==> config.mk <==
export PLATFORM = sky130hd
export DESIGN_NAME = irq_recognizer
export DESIGN_NICKNAME = d
export VERILOG_FILES = /design/src/rtl/irq_rec_pkg.sv /design/src/rtl/irq_src_latch.sv /design/src/rtl/irq_arbiter.sv /design/src/rtl/irq_rec_fsm.sv /design/src/rtl/irq_recognizer.sv
export SDC_FILE = /design/constraint.sdc
export NUM_CORES = 1
export LEC_CHECK = 0
export ABC_CLOCK_PERIOD_IN_PS = 1600
export BUFFER_PORTS_ARGS = -buffer_cell sky130_fd_sc_hd__buf_2
export CAP_MARGIN = 10
export CORE_MARGIN = 2
export CORE_UTILIZATION = 42
export CTS_CLUSTER_SIZE = 10
export DETAILED_ROUTE_END_ITERATION = 12
export MAX_ROUTING_LAYER = met4
export PLACE_DENSITY = 0.73
export SYNTH_ARGS = -nofsm -noshare
export SYNTH_HDL_FRONTEND = slang
export SYNTH_SLANG_ARGS = --single-unit
==> constraint.sdc <==
create_clock -name clk -period 1.6 [get_ports clk]
set_input_delay 0 -clock clk [delete_from_list [all_inputs] [get_ports clk]]
set_output_delay 0 -clock clk [all_outputs]
set_load 0.01 [all_outputs]
==> src/rtl/irq_rec_pkg.sv <==
package irq_rec_pkg;

    // recognizer states
    typedef enum logic [1:0] {
        ST_RUN   = 2'd0,
        ST_STALL = 2'd1,
        ST_TAKE  = 2'd2
    } rec_state_e;

    // source slots, index 0 has the highest priority
    localparam int NUM_SRC   = 4;
    localparam int IDX_FAULT = 0;
    localparam int IDX_SOFT  = 1;
    localparam int IDX_NMI   = 2;
    localparam int IDX_MASK  = 3;

    // which slots own a hardware status bit
    localparam logic [NUM_SRC-1:0] HW_SLOTS = 4'b1100;

endpackage

==> src/rtl/irq_src_latch.sv <==
module irq_src_latch #(
    parameter int TYPE_W = 8
) (
    input  logic              clk,
    input  logic              rst_n,
    input  logic              fpu_err,
    input  logic              esc_exec,
    input  logic              nmi_pin,
    input  logic              swi_req,
    input  logic [TYPE_W-1:0] swi_type,
    input  logic              clr_fault,
    input  logic              clr_soft,
    input  logic              clr_nmi,
    output logic              fault_live,
    output logic              soft_live,
    output logic [TYPE_W-1:0] soft_type,
    output logic              nmi_live
);

    logic              fault_q;
    logic              soft_q;
    logic [TYPE_W-1:0] soft_type_q;
    logic              nmi_pend_q;
    logic              nmi_prev_q;
    logic              err_sampled;
    logic              nmi_rise;

    // error pin only counts during a numerics instruction
    assign err_sampled = fpu_err & esc_exec;
    assign nmi_rise    = nmi_pin & ~nmi_prev_q;

    // live = pending from before, or arriving this cycle
    assign fault_live = fault_q | err_sampled;
    assign soft_live  = soft_q | swi_req;
    assign soft_type  = swi_req ? swi_type : soft_type_q;
    assign nmi_live   = nmi_pend_q | nmi_rise;

    always_ff @(posedge clk) begin
        if (!rst_n) begin
            fault_q     <= 1'b0;
            soft_q      <= 1'b0;
            soft_type_q <= '0;
            nmi_pend_q  <= 1'b0;
            nmi_prev_q  <= 1'b0;
        end else begin
            fault_q    <= fault_live & ~clr_fault;
            soft_q     <= soft_live & ~clr_soft;
            nmi_pend_q <= nmi_live & ~clr_nmi;
            nmi_prev_q <= nmi_pin;
            if (swi_req) begin
                soft_type_q <= swi_type;
            end
        end
    end

endmodule

==> src/rtl/irq_arbiter.sv <==
module irq_arbiter
    import irq_rec_pkg::*;
#(
    parameter int TYPE_W = 8
) (
    input  logic [NUM_SRC-1:0]             req,
    input  logic [NUM_SRC-1:0][TYPE_W-1:0] src_type,
    output logic                           any_req,
    output logic [NUM_SRC-1:0]             grant,
    output logic [TYPE_W-1:0]              sel_type,
    output logic                           sel_hw
);

    // fixed priority: lower index wins
    for (genvar i = 0; i < NUM_SRC; i++) begin : g_grant
        if (i == 0) begin : g_top
            assign grant[i] = req[i];
        end else begin : g_rest
            assign grant[i] = req[i] & ~(|req[i-1:0]);
        end
    end

    assign any_req = |req;

    // one-hot mux of type and status-clear flag
    always_comb begin
        sel_type = '0;
        sel_hw   = 1'b0;
        for (int i = 0; i < NUM_SRC; i++) begin
            if (grant[i]) begin
                sel_type = sel_type | src_type[i];
                sel_hw   = sel_hw | HW_SLOTS[i];
            end
        end
    end

endmodule

==> src/rtl/irq_rec_fsm.sv <==
module irq_rec_fsm
    import irq_rec_pkg::*;
#(
    parameter int TYPE_W = 8
) (
    input  logic               clk,
    input  logic               rst_n,
    input  logic               boundary,
    input  logic               blocked,
    input  logic               any_req,
    input  logic [NUM_SRC-1:0] grant,
    input  logic [TYPE_W-1:0]  sel_type,
    input  logic               sel_hw,
    output logic [NUM_SRC-1:0] clr_grant,
    output logic               take_pulse,
    output logic [TYPE_W-1:0]  take_type,
    output logic               clr_status
);

    rec_state_e state_q, state_n;
    logic       accept;

    // a boundary is not acted on during the pulse cycle
    assign accept = (state_q != ST_TAKE) && !blocked && boundary && any_req;

    always_comb begin
        state_n = state_q;
        unique case (state_q)
            ST_RUN, ST_STALL: begin
                if (accept) begin
                    state_n = ST_TAKE;
                end else if (blocked) begin
                    state_n = ST_STALL;
                end else begin
                    state_n = ST_RUN;
                end
            end
            ST_TAKE: begin
                state_n = blocked ? ST_STALL : ST_RUN;
            end
            default: state_n = ST_RUN;
        endcase
    end

    // state register
    always_ff @(posedge clk) begin
        if (!rst_n) begin
            state_q <= ST_RUN;
        end else begin
            state_q <= state_n;
        end
    end

    // output register
    always_ff @(posedge clk) begin
        if (!rst_n) begin
            take_type  <= '0;
            clr_status <= 1'b0;
        end else begin
            clr_status <= accept & sel_hw;
            if (accept) begin
                take_type <= sel_type;
            end
        end
    end

    assign take_pulse = (state_q == ST_TAKE);
    assign clr_grant  = accept ? grant : '0;

endmodule

==> src/rtl/irq_recognizer.sv <==
module irq_recognizer
    import irq_rec_pkg::*;
#(
    parameter int                TYPE_W     = 8,
    parameter logic [TYPE_W-1:0] FAULT_TYPE = 8'd16,
    parameter logic [TYPE_W-1:0] NMI_TYPE   = 8'd2
) (
    input  logic              clk,
    input  logic              rst_n,
    input  logic              boundary,
    input  logic              ie_flag,
    input  logic              hold_act,
    input  logic              fpu_busy,
    input  logic              fpu_err,
    input  logic              esc_exec,
    input  logic              mreq,
    input  logic [TYPE_W-1:0] mreq_type,
    input  logic              nmi_pin,
    input  logic              swi_req,
    input  logic [TYPE_W-1:0] swi_type,
    output logic              take_pulse,
    output logic [TYPE_W-1:0] take_type,
    output logic              clr_status
);

    logic                           fault_live;
    logic                           soft_live;
    logic                           nmi_live;
    logic [TYPE_W-1:0]              soft_type;
    logic [NUM_SRC-1:0]             req;
    logic [NUM_SRC-1:0][TYPE_W-1:0] src_type;
    logic [NUM_SRC-1:0]             grant;
    logic [NUM_SRC-1:0]             clr_grant;
    logic                           any_req;
    logic [TYPE_W-1:0]              sel_type;
    logic                           sel_hw;
    logic                           blocked;

    assign blocked = hold_act | fpu_busy;

    irq_src_latch #(.TYPE_W(TYPE_W)) u_latch (
        .clk        (clk),
        .rst_n      (rst_n),
        .fpu_err    (fpu_err),
        .esc_exec   (esc_exec),
        .nmi_pin    (nmi_pin),
        .swi_req    (swi_req),
        .swi_type   (swi_type),
        .clr_fault  (clr_grant[IDX_FAULT]),
        .clr_soft   (clr_grant[IDX_SOFT]),
        .clr_nmi    (clr_grant[IDX_NMI]),
        .fault_live (fault_live),
        .soft_live  (soft_live),
        .soft_type  (soft_type),
        .nmi_live   (nmi_live)
    );

    assign req[IDX_FAULT]      = fault_live;
    assign req[IDX_SOFT]       = soft_live;
    assign req[IDX_NMI]        = nmi_live;
    assign req[IDX_MASK]       = mreq & ie_flag;
    assign src_type[IDX_FAULT] = FAULT_TYPE;
    assign src_type[IDX_SOFT]  = soft_type;
    assign src_type[IDX_NMI]   = NMI_TYPE;
    assign src_type[IDX_MASK]  = mreq_type;

    irq_arbiter #(.TYPE_W(TYPE_W)) u_arb (
        .req      (req),
        .src_type (src_type),
        .any_req  (any_req),
        .grant    (grant),
        .sel_type (sel_type),
        .sel_hw   (sel_hw)
    );

    irq_rec_fsm #(.TYPE_W(TYPE_W)) u_fsm (
        .clk        (clk),
        .rst_n      (rst_n),
        .boundary   (boundary),
        .blocked    (blocked),
        .any_req    (any_req),
        .grant      (grant),
        .sel_type   (sel_type),
        .sel_hw     (sel_hw),
        .clr_grant  (clr_grant),
        .take_pulse (take_pulse),
        .take_type  (take_type),
        .clr_status (clr_status)
    );

endmodule

# Word level (Yosys, flattened, before mapping)
# Index checks and enable logic that the tools add are counted.
dict set report totals {
  regBits 23
  inputBits 27
}
dict set report classes {
  n_eq_ne 3
  mux 11
  n_bitwise 23
  reduce_logical 9
}
# op n
set op_table {}
lappend op_table {{$mux 8} 3}
lappend op_table {{$or 8x8->8} 2}
lappend op_table {{$and 1x1->1} 10}
lappend op_table {{$not 1->1} 7}
lappend op_table {{$mux 5} 1}
lappend op_table {{$mux 2} 2}
lappend op_table {{$or 1x1->1} 4}
lappend op_table {{$pmux 2 s2} 1}
lappend op_table {{$reduce_or 2->1} 2}
lappend op_table {{$reduce_or 4->1} 1}
lappend op_table {{$logic_and 1x1->1} 3}
lappend op_table {{$mux 1} 3}
lappend op_table {{$mux 3} 1}
lappend op_table {{$reduce_or 3->1} 1}
lappend op_table {{$eq 2x1->1 const B} 1}
lappend op_table {{$eq 2x2->1 const B} 1}
lappend op_table {{$logic_not 2->1} 1}
lappend op_table {{$ne 2x2->1 const B} 1}
lappend op_table {{$logic_not 1->1} 1}

# Longest topological paths before layout
# Gate-level depths: netlist of the first run.
dict set report logic_depth {
  depth_word 8
  ltp_mapped 5
}

# By module
# A second synthesis of the first run with hierarchy kept.
dict set report unflattened {
  cells_unflattened 135
  hier_area_um2 1312.5
}
# mod n_inst cells_per_inst area_per_inst_um2
set by_module_without_submodules {}
lappend by_module_without_submodules {irq_src_latch 1 39 491.7}
lappend by_module_without_submodules {irq_rec_fsm 1 49 470.5}
lappend by_module_without_submodules {irq_arbiter 1 43 330.3}
lappend by_module_without_submodules {irq_recognizer 1 4 20.0}

# Worst setup path before layout of the first run
# Ideal clock, no wire load.
dict set report synth_timing {
  path_kind {reg2reg}
  start {register u_latch.fault_q}
  end {register u_fsm.take_type[1]}
  arrival_time_ps 1626
  t_required_ps 1543
  setup_slack_ps -84
  path_stages_with_launch 5
  synth_period_minus_slack_ps 1684
  cell_sequence {dfxtp_1 a2111o_1 or4_4 a21boi_4 a22o_2}
}
dict set report synth_between {
  elab_chain_cells 7
}
# item line_no
set synth_lines {}
lappend synth_lines {{from (decl)} irq_src_latch.sv:20} ;# logic fault_q;
lappend synth_lines {{from (signal assigned)} irq_src_latch.sv:46} ;# fault_q <= fault_live & ~clr_fault;
lappend synth_lines {{$or 1x1->1 (*)} irq_src_latch.sv:33} ;# assign fault_live = fault_q | err_sampled;
lappend synth_lines {{$not 1->1 / $reduce_or 2->1 (equally long branches)} irq_arbiter.sv:19} ;# assign grant[i] = req[i] & ~(|req[i-1:0]);
lappend synth_lines {{$and 1x1->1 / $not 1->1 (equally long branches)} irq_arbiter.sv:19}
lappend synth_lines {{$mux 8 / $and 1x1->1 (equally long branches)} {irq_arbiter.sv:30, irq_arbiter.sv:19}}
lappend synth_lines {{$mux 2} irq_arbiter.sv:30} ;# if (grant[i]) begin
lappend synth_lines {{$or 8x8->8} irq_arbiter.sv:31} ;# sel_type = sel_type | src_type[i];
lappend synth_lines {{$mux 8} irq_arbiter.sv:30}
lappend synth_lines {{to (signal assigned)} irq_rec_fsm.sv:62} ;# take_type <= sel_type;
lappend synth_lines {{to (decl)} irq_rec_fsm.sv:16} ;# output logic [TYPE_W-1:0] take_type,
# Mark *: on every way between the ends. The rest lies on a longest branch, timed or not.
# A chain may end at the register's enable or synchronous reset.

# Worst setup path after layout of the first run
# Ends and elaborated chain as after synthesis.

==> results of run 1 <==
## critical path, cell delays in order (launching register included)
cell      delay [ps]
dfxtp_1          330
a2111o_1         360
or4_4            520
a21boi_4         250
a22o_2           180
## routing by layer
layer	track usage	routed length (um)	vias to the layer above
met3	0.0374	122	2
met4	0.0526	13	0
met1	0.232	1030	406
met2	0.291	1020	26
li1	-	-	477
met5	-	0	-
## path summary, 6_finish.rpt
check / startpoint / endpoint / slack [ps] / cells after the start
setup / recovery: u_latch.fault_q / u_fsm.take_type[1] / -90 / 4
hold reg to reg: u_fsm.state_q[1] / u_fsm.state_q[1] / 450 / 1
hold / removal: swi_type[3] / u_latch.soft_type_q[3] / -2 / 3
setup reg to reg: u_latch.fault_q / u_fsm.take_type[1] / -90 / 4
## repair_timing
action | CTS | global route
hold buffers | 14 | 0
buffers inserted | 0 | 0
hold endpoints to repair | 13 | 0
pin swaps | 4 | 0
setup endpoints to repair | 8 | 10
## area by class of cell
cell class | count | area [um^2] | area share
clock buffers | 4 | 26.3 | 0.0191
inverters | 1 | 3.75 | 0.00273
multi-input cells | 71 | 485 | 0.353
flip-flops and latches | 23 | 460 | 0.335
well taps | 28 | 35.0 | 0.0255
repair buffers | 56 | 365 | 0.265
## placed cells by master, fill, tap and decap left out, drive strengths merged
cell type    synthesis  routed
buf                  1      42
dfxtp               23      23
dlygate4sd3          0      14
nor2b                9       9
a21oi                8       8
mux2i                7       7
o2bb2ai              7       7
nor3                 6       6
nor2                 5       5
nand2                5       5
clkbuf               2       4
o21ai                3       3
nand2b               2       2
and3                 2       2
and2                 2       2
nand3                2       2
a21boi               2       2
inv                  1       1
a2111o               1       1
or4                  1       1
nor4                 1       1
a21o                 1       1
a41oi                1       1
a311oi               1       1
a2111oi              1       1
o31ai                1       1
a22o                 1       1
a31oi                1       1
a211oi               1       1
## logic make-up (layout without fill, tap and decap cells)
family / Yosys count / in the layout / synth area share
compound gates: 29 / 29 / 0.229
buf+inv: 4 / 61 / 0.0156
flops: 23 / 23 / 0.479
mux: 7 / 7 / 0.0729
simple gates: 35 / 35 / 0.203
## power by group through the flow
stage	combinational [mW]	sequential [mW]	clock (mW)
after global routing	0.216	0.612	0.292
final	0.196	0.609	0.254
after global placement	0.166	0.621	0
after CTS	0.196	0.609	0.259
after detailed placement	0.170	0.622	0
after floorplan	0.0938	0.623	0
## stage by stage
step | power, mW | setup TNS, ps | cell area, um^2 | hold WS [ps]
6_report | 1.06 | -553 | 1380 | -1.58
2_1_floorplan | 0.717 | -40.5 | 961 | 122
5_1_grt | 1.12 | -1300 | 1380 | 18.5
3_5_place_dp | 0.792 | -453 | 1210 | 219
3_3_place_gp | 0.788 | -274 | 1210 | 215
4_1_cts | 1.06 | -517 | 1380 | 1.80
## registers in the layout, indices dropped and copies added (netlist names)
signal,cells
u_fsm.clr_status,1
u_fsm.state_q,2
u_fsm.take_type,8
u_latch.fault_q,1
u_latch.nmi_pend_q,1
u_latch.nmi_prev_q,1
u_latch.soft_q,1
u_latch.soft_type_q,8
==> results.md, run 1 <==
- Cell accounting for the most synthesized area: dfxtp_1
- Failing checks: negative hold slack, negative setup slack
- Number of fill cells: 204
- Tightest Pin Transition: 360 ps
- Layout overhead on the synthesized area: 43.2%
- Largest net degree at the start of global routing: 17
- Crit-path max FO: 8
- Die H: 51.8 um
- Mapped Area: 961 um^2
- Register share of total power: 0.575
- Vias per cell: 4.98
- CP required: 1850 ps
- Final ANT Viol Nets: 0
- Fraction of layout cells with a size suffix above 1: 0.329
- Final period util: 1.05
- GRT Total Usage: 0.182
- Initial DRC Count: 12
- Status: finished with violations
- Clock Power Share: 0.240
- Setup crit start kind: register
- Worst-skew pair later-pin latency: 300 ps
- DRC Markers: 0
- Top cells by area, synth: dfxtp_1, mux2i_1, o2bb2ai_1, nor2b_1, a21oi_1
- Cell Pwr Density: 770 nW/um^2
- Syn Area/Cell: 9.81 um^2
- Critical path type: reg -> reg
- Worst VDD drop: 0.611 mV
- Number of global-route vias before repair: 871
- Clk root buf: clkbuf_4
- Syn Nets: 125
- Post-DP HPWL: 1620 um
- Final hold vios: 1
- Placeable Area: 2190 um^2
- Int Pwr: 0.800 mW
- Antenna cells: 0
- Fmax: 0.593 GHz
- Worst hold path class: in -> reg
- Sink Count: 23
- Layout Skew: 3.88 ps
- GPL Wtd Cong: 0.860
- Sequential share of the synthesized area: 0.479
- Final Net Count: 183
- Synth Register Bits: 23
- Dpl ws: -72.1 ps
- RSZ-0062 raised after global routing: yes
- Initial antenna violation count: 0
- Most frequent cell after synthesis: dfxtp_1
- WHS: -1.58 ps
- Remaining global-route overflow: 0
- Most instantiated cells after synthesis: dfxtp_1, nor2b_1, a21oi_1, mux2i_1, o2bb2ai_1
- P_leak: 0.626 nW
- Count of cell types in the netlist: 31
- Worst setup margin: -86.1 ps
- Clk buf depth: 2
- First-pass GRT wire length: 3620 um
- Sw Ratio: 0.245
- CTS clk-pin slew, worst paths: 120 ps
- First-pass iteration count of the detailed router: 4
- Vias post-DR: 911
- Num rows: 17
- Port buffer count: 36
- Drt wl/cell: 12.0 um
- Resized cells post-CTS: 0
- Die Wd: 51.8 um
- TritonCTS buffer count: 3
- Htree depth: 1
- Post-route insts no fill: 183
- Die Footprint: 2690 um^2
- Post-layout min period: 1690 ps
- Fin util: 0.628
- EDFF count, synth: 0
- Final wirelength: 2190 um
- Share of total power in combinational logic: 0.185
- Top-area cell type share of the netlist area: 0.479
- Yosys Warn Count: 0
- Synth Instances: 98
- Final setup violation count: 8
- Slew margin rel.: 0.754
- Main synth FF type: dfxtp_1
- Max_cap viols: 0
- Setup crit end kind: register
- I/O pins: 37
- Net Switching: 0.259 mW
- CTS tree: yes
- Initial Util: 0.439
- Synth async-reset ratio: 0
- Arrival @ worst endpoint: 1940 ps
- Final Max Tran Viols: 0
- DP Cell Count: 165
Power figures use the tool's default switching activity.
==> run 2, diff against run 1 <==
TNS_END_PERCENT = 5   (was not set)
==> run 2 against run 1 <==
The run still ends with negative hold slack, negative setup slack left. Worst setup slack worse by 15 ps. Via count increased by 7.5%. Maximum frequency down 0.90%. Utilization shrank 0.91 points. Clock skew up 2.7 ps. Critical path depth stayed put. Combinational power hardly changed. Clock-buffer cell count unchanged. Design area shrank 1.5%. Critical path type unchanged.
==> results.md, run 2 (synthesized netlist as in run 1, its figures left out) <==
- Reg area: 460 um^2 (unchanged)
- Worst Reg-to-Reg Cells: 4 (unchanged)
- CTS tree: yes (unchanged)
- Die H: 51.8 um (unchanged)
- I/O pins: 37 (unchanged)
- Initial DRC Count: 14 (was 12)
- Sum of buffers and inverters on the critical path: 0 (unchanged)
- Post-layout min period: 1700 ps (was 1690 ps)
- Layout overhead on the synthesized area: 41.1% (was 43.2%)
- Sw Ratio: 0.250 (was 0.245)
- Worst setup margin: -101 ps (was -86.1 ps)
- Final Cell Area: 1360 um^2 (was 1380 um^2)
- Final setup violation count: 8 (unchanged)
- Post-DP HPWL: 1810 um (was 1620 um)
- Max_cap viols: 0 (unchanged)
- Crit Reg-Reg Endpoint: u_fsm.take_type[1] (unchanged)
- Dpl cell area: 1210 um^2 (unchanged)
- Cell Pwr Density: 784 nW/um^2 (was 770 nW/um^2)
- Die Wd: 51.8 um (unchanged)
- Crit-path max FO: 8 (unchanged)
- Sink Count: 23 (unchanged)
- WHS: -2.29 ps (was -1.58 ps)
- Final Max Tran Viols: 0 (unchanged)
- Met3 WL: 162 um (was 122 um)
- Setup crit start kind: register (unchanged)
- Dpl ws: -101 ps (was -72.1 ps)
- GPL Wtd Cong: 0.864 (was 0.860)
- Clock Power Share: 0.240 (about the same)
- CP required: 1850 ps (about the same)
- Final Net Count: 181 (was 183)
- Tot Pwr: 1.06 mW (about the same)
- Int Pwr: 0.797 mW (was 0.800 mW)
- Footprint of the multi-input gates: 485 um^2 (unchanged)
- Number of fill cells: 198 (was 204)
- P_leak: 0.617 nW (was 0.626 nW)
- Worst-path cell chain: a2111o_1 > or4_4 > a21boi_4 > a22o_2 (unchanged)
- Initial Util: 0.439 (unchanged)
- # Post-CTS Setup Buffers: 0 (unchanged)
- Final period util: 1.06 (was 1.05)
- Share of total power in combinational logic: 0.186 (was 0.185)
- DRC Markers: 0 (unchanged)
- Arrival @ worst endpoint: 1960 ps (was 1940 ps)
- Top Registers: u_fsm.take_type: 8 flops, u_latch.soft_type_q: 8 flops, u_fsm.state_q: 2 flops (unchanged)
- Net Switching: 0.266 mW (was 0.259 mW)
- WL met2: 1220 um (was 1020 um)
- WP depth: 4 (unchanged)
- Fmax: 0.588 GHz (was 0.593 GHz)
- Drt wl/cell: 13.5 um (was 12.0 um)
- Family with the most delay on the worst path: compound AO/OA/AOI/OAI gates (unchanged)
- Die Footprint: 2690 um^2 (unchanged)
- TritonCTS buffer count: 3 (unchanged)
- Final hold vios: 2 (was 1)
- Worst-skew pair later-pin latency: 300 ps (about the same)
- Number of global-route vias before repair: 990 (was 871)
- Remaining global-route overflow: 0 (unchanged)
- Max stage delay on crit path: 530 ps (was 520 ps)
- RR Startpoint: u_latch.fault_q (unchanged)
- Initial antenna violation count: 0 (unchanged)
- Most common cell after layout, fill and taps aside: buf_2 (unchanged)
- Worst hold path class: in -> reg (unchanged)
- Most frequent cells in the layout: buf_2, dfxtp_1, dlygate4sd3_1 (unchanged)
- First-pass iteration count of the detailed router: 4 (unchanged)
- Crit-path slowest cell: or4_4 (unchanged)
- DP Cell Count: 165 (unchanged)
- Register share of total power: 0.574 (was 0.575)
- Worst VDD drop: 0.552 mV (was 0.611 mV)
- RSZ-0062 raised after global routing: yes (unchanged)
- Port buffer count: 36 (unchanged)
- Clk root buf: clkbuf_4 (unchanged)
- Htree depth: 1 (unchanged)
- First-pass GRT wire length: 3930 um (was 3620 um)
- Num rows: 17 (unchanged)
- Failing checks: negative hold slack, negative setup slack (unchanged)
- Fraction of layout cells with a size suffix above 1: 0.333 (was 0.329)
- Top Layer Used: met4 (unchanged)
- GRT Total Usage: 0.202 (was 0.182)
- Resized cells post-CTS: 0 (unchanged)
- Vias post-DR: 979 (was 911)
- Final ANT Viol Nets: 0 (unchanged)
- CP Capture Point: u_fsm.take_type[1] (unchanged)
- CTS clk-pin slew, worst paths: 120 ps (about the same)
- Critical path type: reg -> reg (unchanged)
- R2R Setup Slk: -100 ps (was -90 ps)
- Post-route insts no fill: 181 (was 183)
- Placeable Area: 2190 um^2 (unchanged)
- Metal-1 WL: 1010 um (was 1030 um)
- Status: finished with violations (unchanged)
- Final wirelength: 2440 um (was 2190 um)
- Largest net degree at the start of global routing: 17 (unchanged)
- Vias per cell: 5.41 (was 4.98)
- Setup crit end kind: register (unchanged)
- Layout Skew: 6.54 ps (was 3.88 ps)
- Slew margin rel.: 0.752 (was 0.754)
- Clk buf depth: 2 (unchanged)
- Antenna cells: 0 (unchanged)
- Tightest Pin Transition: 363 ps (was 360 ps)
- Worst Setup SP: u_latch.fault_q (unchanged)
run 2: changes by cell type in the layout (fill, tap and decap cells not counted), sizes merged:
| cell | before | now |
|---|---|---|
| dlygate4sd3 | 14 | 12 |
run 2: worst reg2reg max path: cells and delay by family (launching register included):
family / cells / cell delay [ps]
simple gates: 1 / 530
flops: 1 / 330
compound gates: 3 / 820
run 2: final cells by class:
class / count / share of cell area
Clock buffer: 4 / 0.0194
Inverter: 1 / 0.00277
Multi-Input combinational cell: 71 / 0.358
Sequential cell: 23 / 0.339
Tap cell: 28 / 0.0258
Timing Repair Buffer: 54 / 0.255
run 2: metrics by stage:
step	util	setup TNS (ps)
after floorplan	-	-56.3
after global placement	0.552	-328
after detailed placement	0.552	-612
after CTS	0.619	-612
after global routing	0.619	-1070
final	0.619	-633
run 2: how the worst min path moves through the flow:
stage	from	endpoint	slack, ps	depth (start not counted)
after floorplan	nmi_pin	u_latch.nmi_prev_q	120	1
after global placement	nmi_pin	u_latch.nmi_prev_q	210	2
after detailed placement	nmi_pin	u_latch.nmi_prev_q	220	2
after CTS	swi_type[6]	u_latch.soft_type_q[6]	5	3
after global routing	swi_type[6]	u_latch.soft_type_q[6]	10	3
final	swi_type[6]	u_latch.soft_type_q[6]	-2	3
run 2: per-layer routing:
metal | GRT usage | vias up
met3 | 0.0287 | 6
met4 | 0.0965 | 0
met5 | - | -
met2 | 0.354 | 44
met1 | 0.223 | 450
li1 | - | 479
run 2: power groups by stage:
| stage | combinational, mW | clock, mW | sequential (mW) |
|---|---|---|---|
| floorplan | 0.0940 | 0 | 0.623 |
| global placement | 0.168 | 0 | 0.622 |
| detailed placement | 0.174 | 0 | 0.623 |
| CTS | 0.196 | 0.261 | 0.610 |
| global route | 0.217 | 0.290 | 0.612 |
| finish | 0.198 | 0.255 | 0.610 |
run 2: repair_timing:
action | 4_1_cts | 5_1_grt
hold buffers | 12 | 0
pin swaps | 8 | 2
setup endpoints to repair | 8 | 9
endpoints found under the hold margin | 11 | 0
